===== config.mk =====
export PLATFORM = sky130hd
export DESIGN_NAME = sop_out_cell
export DESIGN_NICKNAME = d
export VERILOG_FILES = /design/src/rtl/sop_cell_pkg.sv /design/src/rtl/sop_term_sum.sv /design/src/rtl/sop_cell_reg.sv /design/src/rtl/sop_cell_outsel.sv /design/src/rtl/sop_out_cell.sv
export SDC_FILE = /design/constraint.sdc
export NUM_CORES = 1
export LEC_CHECK = 0
export BUFFER_PORTS_ARGS = -buffer_cell sky130_fd_sc_hd__buf_2
export CAP_MARGIN = 20
export CORE_AREA = 4 4 41 43
export DETAILED_ROUTE_END_ITERATION = 7
export DIE_AREA = 0 0 45 47
export GPL_TIMING_DRIVEN = 0
export PLACE_DENSITY_LB_ADDON = 0.05
export SLEW_MARGIN = 10
export SYNTH_ARGS = -nofsm -noshare
export SYNTH_HDL_FRONTEND = slang
export SYNTH_SLANG_ARGS = --single-unit

===== constraint.sdc =====
create_clock -name clk -period 1.2 [get_ports clk]
set_input_delay 0.06 -clock clk [delete_from_list [all_inputs] [get_ports clk]]
set_output_delay 0.06 -clock clk [all_outputs]
set_load 0.02 [all_outputs]

===== src/rtl/sop_cell_pkg.sv =====
package sop_cell_pkg;
   localparam int MIN_TERMS = 8;
   localparam int MAX_TERMS = 16;

   typedef enum logic [1:0] {
      MODE_REG_HI = 2'b00,
      MODE_REG_LO = 2'b01,
      MODE_CMB_HI = 2'b10,
      MODE_CMB_LO = 2'b11
   } cell_mode_e;

   function automatic logic mode_bypass(input cell_mode_e m);
      return m[1];
   endfunction

   function automatic logic mode_invert(input cell_mode_e m);
      return m[0];
   endfunction
endpackage


===== src/rtl/sop_term_sum.sv =====
module sop_term_sum #(
   parameter int NTERMS = 8,
   parameter int GROUP  = 4
) (
   input  logic [NTERMS-1:0] terms,
   output logic              sum
);
   localparam int NGRP = (NTERMS + GROUP - 1) / GROUP;

   generate
      if (GROUP >= NTERMS) begin : g_flat
         assign sum = |terms;
      end else begin : g_tree
         logic [NGRP-1:0] grp_or;
         for (genvar g = 0; g < NGRP; g++) begin : g_grp
            logic [GROUP-1:0] slice;
            for (genvar k = 0; k < GROUP; k++) begin : g_bit
               if (g * GROUP + k < NTERMS) begin : g_live
                  assign slice[k] = terms[g * GROUP + k];
               end else begin : g_pad
                  assign slice[k] = 1'b0;
               end
            end
            assign grp_or[g] = |slice;
         end
         assign sum = |grp_or;
      end
   endgenerate
endmodule


===== src/rtl/sop_cell_reg.sv =====
module sop_cell_reg (
   input  logic clk,
   input  logic clr,
   input  logic d_sum,
   input  logic preset,
   input  logic pl_en,
   input  logic pl_req,
   input  logic pl_val,
   output logic q,
   output logic rec
);
   logic pl_take;
   logic d_next;

   assign pl_take = pl_en & pl_req;

   always_comb begin
      if (pl_take)      d_next = pl_val;
      else if (preset)  d_next = 1'b1;
      else              d_next = d_sum;
   end

   always_ff @(posedge clk or posedge clr) begin
      if (clr) begin
         q   <= 1'b0;
         rec <= 1'b1;
      end else if (rec) begin
         rec <= 1'b0;
      end else begin
         q   <= d_next;
      end
   end
endmodule


===== src/rtl/sop_cell_outsel.sv =====
module sop_cell_outsel
   import sop_cell_pkg::*;
(
   input  cell_mode_e mode,
   input  logic       q,
   input  logic       sum,
   input  logic       pin_in,
   input  logic       pt_oe,
   output logic       pin_out,
   output logic       pin_oe,
   output logic       fb
);
   logic core;

   always_comb begin
      core    = mode_bypass(mode) ? sum : q;
      pin_out = core ^ mode_invert(mode);
      pin_oe  = pt_oe;
      fb      = mode_bypass(mode) ? pin_in : q;
   end
endmodule


===== src/rtl/sop_out_cell.sv =====
module sop_out_cell
   import sop_cell_pkg::*;
#(
   parameter int NTERMS = 8,
   parameter int GROUP  = 4
) (
   input  logic              clk,
   input  logic              por,
   input  logic              arst,
   input  logic [1:0]        mode,
   input  logic [NTERMS-1:0] terms,
   input  logic              pt_oe,
   input  logic              spreset,
   input  logic              pl_en,
   input  logic              pl_req,
   input  logic              pl_val,
   input  logic              pin_in,
   output logic              pin_out,
   output logic              pin_oe,
   output logic              fb
);
   generate
      if (NTERMS < MIN_TERMS || NTERMS > MAX_TERMS) begin : g_bad_terms
         $error("sop_out_cell: NTERMS out of range");
      end
      if (GROUP < 1) begin : g_bad_group
         $error("sop_out_cell: GROUP must be positive");
      end
   endgenerate

   logic       sum_w;
   logic       q_r;
   logic       rec_r;
   logic       clr_w;
   cell_mode_e mode_e;

   assign clr_w  = por | arst;
   assign mode_e = cell_mode_e'(mode);

   sop_term_sum #(.NTERMS(NTERMS), .GROUP(GROUP)) u_sum (
      .terms (terms),
      .sum   (sum_w)
   );

   sop_cell_reg u_reg (
      .clk    (clk),
      .clr    (clr_w),
      .d_sum  (sum_w),
      .preset (spreset),
      .pl_en  (pl_en),
      .pl_req (pl_req),
      .pl_val (pl_val),
      .q      (q_r),
      .rec    (rec_r)
   );

   sop_cell_outsel u_out (
      .mode    (mode_e),
      .q       (q_r),
      .sum     (sum_w),
      .pin_in  (pin_in),
      .pt_oe   (pt_oe),
      .pin_out (pin_out),
      .pin_oe  (pin_oe),
      .fb      (fb)
   );
endmodule


==> impl_results.md <==
* Initial antenna violation count at 0
* Area post-placement at 278 µm²
* DRT Pass-1 Iters at 2
* Final Util at 0.257
* Setup-failing EPs final at 1
* First-pass GRT wire length at 917 µm
* Core Rows at 13
* Worst stage delay on the critical path at roughly 360 ps
* Grt ovf at 0
* Core ar. at approximately 0.0013 mm²
* Register bit count reported by yosys at 2
* I/O pins at 22
* Clock Tree Root: clkbuf_4
* Synth Area in XOR/XNOR at 0.0551
* CTS clock-pin slew for the worst setup and hold paths at 40 ps
* Syn Inst Count at 16
* # clock sinks at 2
* Hold WC Path Type: in2reg
* Mux share of post-synthesis cell area at 0.0709
* Cells along the critical path: nor2_1 > a31oi_1 > xor2_1 > buf_4
* Status: finished, violations left
* Fin worst setup slack at -21.4 ps
* FF-to-FF path depth at 2
* Full die area at around 0.0021 mm²
* CP Max Fanout at 3
* Clock Skew at around 9 ps
* F_max at 819 MHz
* Share of layout cells above drive strength 1 at 0.674
* Pins Over Slew Limit at 0
* Main combinational cell family by area after synthesis: simple AND/OR/NAND/NOR gates
* RSZ-0062 raised after global routing: true
* CTS Buf Count at 3
* Pwr Density at between 900 and 1000 mW/mm²
* Post-synthesis compound-gate area fraction at 0.165
* Synth Area in Adders at 0
* Worst Path Arrival at 1160 ps
* CP max stage cell: dfrtp_1
* CTS tree: done
* Clk buf depth at 2
* Final min period at roughly 1200 ps
* Synth-to-layout area growth at 110%
* Peak VDD IR at 0.403 mV
* Routed WL at 553 µm
* DRC viols at 0
* Vias/cell at 3.71
* Hold_ws at approximately 160 ps
* Failing checks: setup timing
* Area of the mapped netlist at 159 µm²
* YS warnings at 0
* Design area at 334 µm²
* Gpl congestion at 0.635
* Largest net degree at the start of global routing at 4
* IO Port Bufs at 20
* Worst Setup End Kind: output port
* Starting DRT DRC Count at 2
* Initial Util at 0.122
* Hold depth at 4
* Setup crit start kind: flop
* H-Tree Depth at 1
* Post-layout nets at 63
* WL/cell at 9.53 µm
* Hold Fails Final Rpt at 0
* Horiz. Die Dim at 45 µm
* Leakage at 0.167 nW
* GRT Total Usage at 0.0632
* Vias in the first global route at 241
* Filler cell count in the final layout at around 150
* Syn_nets at 35
* MaxCap Viol Count at 0
* ANT nets after route at 0
* Vias at 215
* Simple logic cell fraction of the synthesized area at 0.291
* Critical path class: reg2out
* N_diodes at 0
* DP Worst Slack at around 140 ps
* Tcrit/Tclk final at 1.02
* Seq/Total Area, Yosys at 0.323
* Req. time, crit path at 1140 ps
* Die Y at between 40 and 50 µm
* Final Total Pwr at 330 µW
* Count of cell types in the netlist at 14
* Clock Latency Late Sink at 230 ps
* Syn avg cell area at 9.93 µm²
## critical path, delay by kind of cell (launching register included)
family / cells / cell delay (ps)
XOR/XNOR: 1 / 170
AO/OA/AOI/OAI: 1 / 190
buffers and inverters: 1 / 160
AND/OR/NAND/NOR: 1 / 50
flip-flops: 1 / 360
## cell type report
class	count	area, µm²	area share
Multi-Input combinational cell	12	96.3	0.288
Clock buffer	4	26.3	0.0787
Buffer	1	7.51	0.0225
Tap cell	15	18.8	0.0562
Inverter	1	3.75	0.0112
Timing Repair Buffer	23	130	0.390
Sequential cell	2	51.3	0.154
## layer usage
metal  vias up  wire length (µm)  GRT usage
li1        110                 -          -
met1        92               181     0.0614
met2        13               287     0.0960
met3         0                83     0.0383
met4         0                 0     0.0526
met5         -                 0          0
## cell families after synthesis
logic type	after synthesis
AO/OA/AOI/OAI	4
XOR/XNOR	1
buffers and inverters	2
flip-flops	2
multiplexers	1
other	1
AND/OR/NAND/NOR	5
## power breakdown
group	total (mW)	switching (mW)	internal [mW]
clock	0.166	0.0421	0.124
combinational	0.0873	0.0382	0.0492
sequential	0.0774	0.00340	0.0740
total	0.330	0.0836	0.247
## per-stage QoR
step	setup TNS, ps	cells
floorplan	0	16
global placement	0	51
detailed placement	0	51
CTS	-40.1	57
global route	-94.7	58
finish	-21.4	58
## cell usage in the layout, fill, tap and decap left out, drive strengths merged
master       synthesis  layout
a31oi                2       2
conb                 1       1
dfstp                1       1
nand3                1       1
a21oi                1       1
mux2                 1       1
clkbuf               0       4
a22o                 1       1
dfrtp                1       1
nor2                 2       2
dlygate4sd3          0       2
nor4                 2       2
xor2                 1       1
inv                  1       1
buf                  1      22
## path summary, 6_finish.rpt
check / from / to / slack (ps)
min in group asynchronous: arst / u_reg.q / 280
max in group asynchronous: por / u_reg.rec / 170
worst max register to register: u_reg.rec / u_reg.q / 330
worst min-delay path: terms[2] / u_reg.q / 160
worst max-delay path: u_reg.q / pin_out / -20
worst min register to register: u_reg.rec / u_reg.q / 610
## flip-flops by register name, indices dropped and copies added (netlist names)
signal	flops
u_reg.q	1
u_reg.rec	1
## what timing repair did
action                     CTS  global route
hold endpoints to repair     2             0
setup endpoints to repair    1             1
pin swaps                    2             0
resized for setup            1             0
setup buffers                0             1
hold buffers                 2             0
## cell usage after synthesis
master   count  area [µm²]
nor2_1       2        7.51
nand3_1      1        5.00
conb_1       1        3.75
dfstp_2      1        26.3
inv_1        1        3.75
a21oi_1      1        5.00
xor2_1       1        8.76
a22o_1       1        8.76
buf_4        1        7.51
nor4_2       1        12.5
nor4_4       1        21.3
dfrtp_1      1        25.0
mux2_2       1        11.3
a31oi_1      2        12.5
No activity file was read; power rests on OpenSTA's default activity.
